<file path="src/rtl/exc_entry_seq.sv">
module exc_entry_seq #(
  parameter int VW        = 8,
  parameter int DSW       = 2,
  parameter int VERW      = 8,
  parameter int I_BIT     = 4,
  parameter int U_BIT     = 8,
  parameter int M_OLD     = 9,
  parameter int M_NEW     = 30,
  parameter int VER_SPLIT = 32
) (
  input  logic            clk,
  input  logic            rst_n,
  input  logic            req_bus,
  input  logic            req_brk,
  input  logic            req_nmi,
  input  logic            req_irq,
  input  logic            irq_lock,
  input  logic [VW-1:0]   fault_vec,
  input  logic [VW-1:0]   trap_vec,
  input  logic [VW-1:0]   irq_vec,
  input  logic [VERW-1:0] ver_in,
  input  logic [31:0]     pc_in,
  input  logic [31:0]     ccs_in,
  input  logic [DSW-1:0]  dslot_in,
  input  logic [31:0]     sp_in,
  input  logic [31:0]     ksp_in,
  input  logic [31:0]     ebp_in,
  output logic            mem_req,
  output logic [31:0]     mem_addr,
  input  logic            mem_valid,
  input  logic            mem_err,
  input  logic [31:0]     mem_rdata,
  output logic            busy,
  output logic            done,
  output logic            err,
  output logic [31:0]     pc_out,
  output logic [31:0]     ccs_out,
  output logic [31:0]     sp_out,
  output logic [31:0]     usp_out,
  output logic [31:0]     ret_addr,
  output logic [31:0]     exs_out,
  output logic            erp_we,
  output logic            nrp_we,
  output logic            usp_we,
  output logic            dslot_clr
);

  localparam logic [VERW-1:0] SPLIT_V = VERW'(VER_SPLIT);
  localparam int              PADW    = 32 - VW - 2;

  typedef enum logic {S_IDLE, S_FETCH} state_t;
  state_t state;

  logic          nmi_q, swap_q, ds_q;
  logic [31:0]   m_mask, ccs_m, ccs_sh;
  logic [VW-1:0] vec;
  logic [7:0]    vec_lo;
  logic          irq_ok, nmi_ok, take_nmi, start;

  assign m_mask   = (ver_in < SPLIT_V) ? (32'd1 << M_OLD) : (32'd1 << M_NEW);
  assign irq_ok   = req_irq & ccs_in[I_BIT] & ~irq_lock;
  assign nmi_ok   = req_nmi & |(ccs_in & m_mask);
  assign take_nmi = ~req_bus & ~req_brk & nmi_ok;
  assign start    = (state == S_IDLE) & (req_bus | req_brk | nmi_ok | irq_ok);

  always_comb begin
    if (req_bus)      vec = fault_vec;
    else if (req_brk) vec = trap_vec;
    else if (nmi_ok)  vec = '0;
    else              vec = irq_vec;
  end

  assign vec_lo = 8'(vec);
  assign ccs_m  = take_nmi ? (ccs_in & ~m_mask) : ccs_in;
  assign ccs_sh = {ccs_m[31:30], ccs_m[19:0], 10'd0};

  assign busy      = (state == S_FETCH);
  assign mem_req   = busy;
  assign erp_we    = done & ~nmi_q;
  assign nrp_we    = done & nmi_q;
  assign usp_we    = done & swap_q;
  assign dslot_clr = done & ds_q;

  always_ff @(posedge clk) begin
    if (!rst_n) begin
      state    <= S_IDLE;
      done     <= 1'b0;
      err      <= 1'b0;
      nmi_q    <= 1'b0;
      swap_q   <= 1'b0;
      ds_q     <= 1'b0;
      pc_out   <= '0;
      ccs_out  <= '0;
      sp_out   <= '0;
      usp_out  <= '0;
      ret_addr <= '0;
      exs_out  <= '0;
      mem_addr <= '0;
    end else begin
      done <= 1'b0;
      err  <= 1'b0;
      if (start) begin
        state    <= S_FETCH;
        nmi_q    <= take_nmi;
        ds_q     <= |dslot_in;
        ret_addr <= pc_in - 32'(dslot_in);
        exs_out  <= {16'd0, vec_lo, 8'd0};
        ccs_out  <= ccs_sh;
        mem_addr <= ebp_in + {{PADW{1'b0}}, vec, 2'b00};
        swap_q   <= ccs_in[U_BIT];
        if (ccs_in[U_BIT]) begin
          usp_out <= sp_in;
          sp_out  <= ksp_in;
        end else begin
          sp_out  <= sp_in;
        end
      end else if (busy && mem_valid) begin
        state <= S_IDLE;
        if (mem_err) begin
          err <= 1'b1;
        end else begin
          done   <= 1'b1;
          pc_out <= mem_rdata;
        end
      end
    end
  end


  addr_hold_chk: assert property (@(posedge clk) disable iff (!rst_n)
    (mem_req && !mem_valid) |=> (mem_req && $stable(mem_addr)));


  done_after_valid_chk: assert property (@(posedge clk) disable iff (!rst_n)
    done |-> $past(mem_req && mem_valid && !mem_err));


  done_err_excl_chk: assert property (@(posedge clk) disable iff (!rst_n)
    !(done && err));


  err_after_fault_chk: assert property (@(posedge clk) disable iff (!rst_n)
    err |-> ($past(mem_req && mem_valid && mem_err) && !busy && $stable(pc_out)));


  ret_onehot_chk: assert property (@(posedge clk) disable iff (!rst_n)
    done |-> $countones({erp_we, nrp_we}) == 1);


  ccs_low_clear_chk: assert property (@(posedge clk) disable iff (!rst_n)
    done |-> (ccs_out[9:0] == 10'd0));


  exs_shape_chk: assert property (@(posedge clk) disable iff (!rst_n)
    done |-> (exs_out[31:16] == 16'd0 && exs_out[7:0] == 8'd0));


  busy_hold_chk: assert property (@(posedge clk) disable iff (!rst_n)
    (busy && $past(busy)) |-> ($stable(ccs_out) && $stable(exs_out) &&
                               $stable(ret_addr) && $stable(sp_out)));

endmodule

</file>
<file path="config.mk">
export PLATFORM = sky130hd
export DESIGN_NAME = exc_entry_seq
export DESIGN_NICKNAME = d
export VERILOG_FILES = /design/src/rtl/exc_entry_seq.sv
export SDC_FILE = /design/constraint.sdc
export NUM_CORES = 1
export LEC_CHECK = 0
export ABC_AREA = 1
export CAP_MARGIN = 20
export CORE_AREA = 2 2 180 182
export CTS_CLUSTER_DIAMETER = 200
export DETAILED_ROUTE_END_ITERATION = 16
export DIE_AREA = 0 0 182 184
export PLACE_DENSITY = 0.67
export REMOVE_ABC_BUFFERS = 1
export SETUP_SLACK_MARGIN = 0.2
export SYNTH_ARGS = -nofsm -noshare
export SYNTH_HDL_FRONTEND = slang
export SYNTH_SLANG_ARGS = --single-unit
</file>
<file path="constraint.sdc">
create_clock -name clk -period 2.3 [get_ports clk]
set_input_delay 0.23 -clock clk [delete_from_list [all_inputs] [get_ports clk]]
set_output_delay 0.23 -clock clk [all_outputs]
set_load 0.05 [all_outputs]
</file>
==> results.yml <==
run_status:
  status: "complete, no violations"
run:
  maxCapViolations: 0
layout:
  synthToLayoutAreaGrowth_pct: 59.7
  drive_gt1_share_pct: 13.3
  fillers: 3037
  final_cell_area_um2: 15900
  final_nets: 2146
  seqCellArea_um2: 3900
  instances_no_fill: 2316
  multi_input_area_um2: 5590
worst_setup_path:
  end_kind: "register"
  reg2reg_to: "pc_out[16]$_SDFFE_PN0P_"
  cp_top_family: "simple AND/OR/NAND/NOR gates"
  critPathLaunchType: "primary input"
  cpMostUsedCell: "nand3_2"
  crit_path_top_delay_cell: "fa_2"
  arrival_ns: 2.38
  regToRegSetupSlack_ns: 0.58
  slowest_delay_ns: 0.36
  path_max_fanout: 4
  cp_data_required_time_ns: 2.65
  critical_path_class: "in -> reg"
  path_cells: "dlygate4sd2_1 -> nor2_2 -> nand2_2 -> nand2_2 -> nand3_4 -> nand3_2 -> a21boi_2 -> ha_2 -> fa_2 -> nand3_1 -> nand3_2 -> nand2_1 -> nand3_2 -> xor2_1 -> nor2_1 -> nor2_1"
  ff2ff_path_depth: 7
  timing.rr.start: "busy$_SDFFE_PN0P_"
  cp_num_buf_inv: 1
floorplan:
  num_rows: 65
  die_y_um: 184
  die_w_um: 182
  coreArea_um2: 31400
  ios: 467
  floorplan.initialDensity_pct: 31.7
  die_area_um2: 33500
hold_path:
  hp-class: "in -> reg"
  hold_depth: 3
  min_to: "ccs_out[19]$_SDFFE_PN0P_"
  hold_start: "ccs_in[9]"
clock_network:
  clkSlewWorstSetupHoldPaths_ns: 0.07
  cts_made_buffers: 17
  cts_tree: "built"
  htreeDepth: 4
  hold_buffers: 0
  clockBufferDepth: 2
  clock-sinks: 195
  root_buffer: "clkbuf_16"
  clock_latency_ns: 0.45
place:
  hpwl_um: 27000
  dpl_cell_area_um2: 14600
  io_buffer_count: 417
  routabilityCongestion: 0.939
  dpl_worst_slack_ns: -0.679
  placed_cells: 2261
yosys:
  synth_warnings: 0
  syn_inst: 1464
  syn_area_um2: 9940
  synth_flop_cell: "dfxtp_1"
  synth-seq-area-share_pct: 39.3
  synth_top_area_share_pct: 39.3
  syn_area_per_cell_um2: 6.79
  netlist_top_cells_count: "nor2_1, nand2_1, dfxtp_1"
  ys_ff_latch: 195
  ys_async_sr_fraction_pct: 0
  synth_edf_count: 0
  synthTopCellsByArea: "dfxtp_1, nor2_1, nand2_1, nand3_1, o21ai_0"
  synthDistinctLibCells: 34
  synth_area_leader_cell: "dfxtp_1"
  yosysMostFrequentCell: "nor2_1"
timing:
  min_period_ns: 2.04
  slew_violations: 0
  timing.slew.headroom_pct: 54.7
  timing.fmax_mhz: 491
  worst_pin_slew_ns: 0.680
  final-hold-violation-count: 0
  finalCritPeriodShare_pct: 88.6
  finClkSkew_ns: 0.00755
  setup_ws_ns: 0.262
  setup_viol: 0
  tns_ns: 0
  rsz0062_at_grt: "true"
detailed_routing:
  drtPass1Iterations: 5
  drc_errors: 0
  wl_met1_um: 16000
  drt_iter0_drc: 546
  wl_per_cell_um: 16.2
  top_layer: "met4"
  viasPerCell: 4.71
  wl_met3_um: 2540
  dr_wl_met2_um: 18100
  ant_nets: 0
  routed_wl_um: 37500
  vias: 10900
power_and_ir_drop:
  power_leakage_nw: 6.79
  ir_drop_v: 0.000457
  powerDensity_nw_per_um2: 665
  finalPower_w: 0.0106
grt:
  grt_max_degree: 135
  grt_pass1_vias: 10600
  antenna_found_initial: 2
  grt_pass1_wl_um: 57100
  grt_overflow_total: 0
  grtUsageTotal_pct: 21.6
[layer usage]
layer  vias up  track usage (%)
met2       401             37.2
met5         -                0
li1       5460                -
met3        51             5.09
met4         0             6.94
met1      4999             26.6
[state kept, by name, summed over array words and instances (netlist names)]
name and count:
busy 1, ccs_out 22, done 1, ds_q 1
err 1, exs_out 8, mem_addr 32, nmi_q 1
pc_out 32, ret_addr 32, sp_out 32, usp_out 32
[tightest hold or removal path, stage by stage]
cell            delay [ns]
dlymetal6s2s_1        0.11
a21oi_1               0.07
nor2_1                0.09
[worst max-delay path by stage]
stage | startpoint | end | slack [ns] | cells after the start
global placement | ver_in[7] | mem_addr[14]$_SDFFE_PN0P_ | -0.59 | 17
CTS | ccs_in[9] | mem_addr[31]$_SDFFE_PN0P_ | 0.20 | 19
detailed placement | ver_in[7] | mem_addr[11]$_SDFFE_PN0P_ | -0.68 | 18
global route | ver_in[5] | mem_addr[24]$_SDFFE_PN0P_ | 0.13 | 18
floorplan | ver_in[7] | mem_addr[13]$_SDFFE_PN0P_ | -2.31 | 8
finish | ver_in[5] | mem_addr[10]$_SDFFE_PN0P_ | 0.26 | 16
[stage by stage]
step	util [%]	hold slack, ns
4_1_cts	49.5	0.176
5_1_grt	50.5	0.114
3_3_place_gp	46.6	0.450
3_5_place_dp	46.6	0.454
6_report	50.5	0.100
2_1_floorplan	-	0.344
[cell type report]
type | count | share of cell area, %
inverters | 118 | 2.79
multi-input cells | 1075 | 35.2
repair buffers | 492 | 30.5
clock buffers | 19 | 2.73
well taps | 402 | 3.17
clock inverters | 13 | 0.938
diodes | 2 | 0.0315
flip-flops and latches | 195 | 24.6
[logic make-up (layout without fill, tap and decap cells)]
group	count (synthesis)	count (layout)	share of synthesized area, %
buffers and inverters	227	642	10.8
adder cells (fa/ha/maj)	12	12	1.66
AO/OA/AOI/OAI	222	222	11.6
XOR/XNOR	32	32	2.82
AND/OR/NAND/NOR	743	743	30.1
other	1	36	0.0377
multiplexers	32	32	3.63
flip-flops	195	195	39.3
[placed cells by master (no fill, tap or decap), types with 3 or more instances in the layout]
cell type and count:
nand2_1 228, clkinvlp_4 3, nor3_1 9, xor2_1 14
nor2_1 330, nand3b_1 6, nand2_2 34, buf_4 67
buf_12 9, inv_1 107, o21ai_0 93, dlygate4sd2_1 11
conb_1 34, nor2_2 10, dlymetal6s2s_1 3, a21oi_1 75
dfxtp_1 195, clkdlybuf4s50_1 400, nand3_4 9, inv_2 11
clkbuf_16 17, a21boi_4 3, nand3_1 88, inv_6 5
ha_4 6, xnor2_1 18, nand3_2 10, a21boi_2 5
a21oi_2 8, nand2_4 9, o21ai_1 35, mux2_2 32
nand4_1 4
[where the power goes]
part,switching [W],internal (W),total (W)
registers,0.000157,0.00367,0.00383
clock network,0.00144,0.00162,0.00306
logic,0.00230,0.00136,0.00366
total,0.00390,0.00665,0.0106
[repair_timing]
action | 4_1_cts | 5_1_grt
gates resized for setup | 75 | 82
buffers inserted | 18 | 3
pin swaps | 23 | 28
hold endpoints to repair | 0 | 0
endpoints found under the setup margin | 35 | 27
Note: power is estimated with default switching activity, not from simulation.
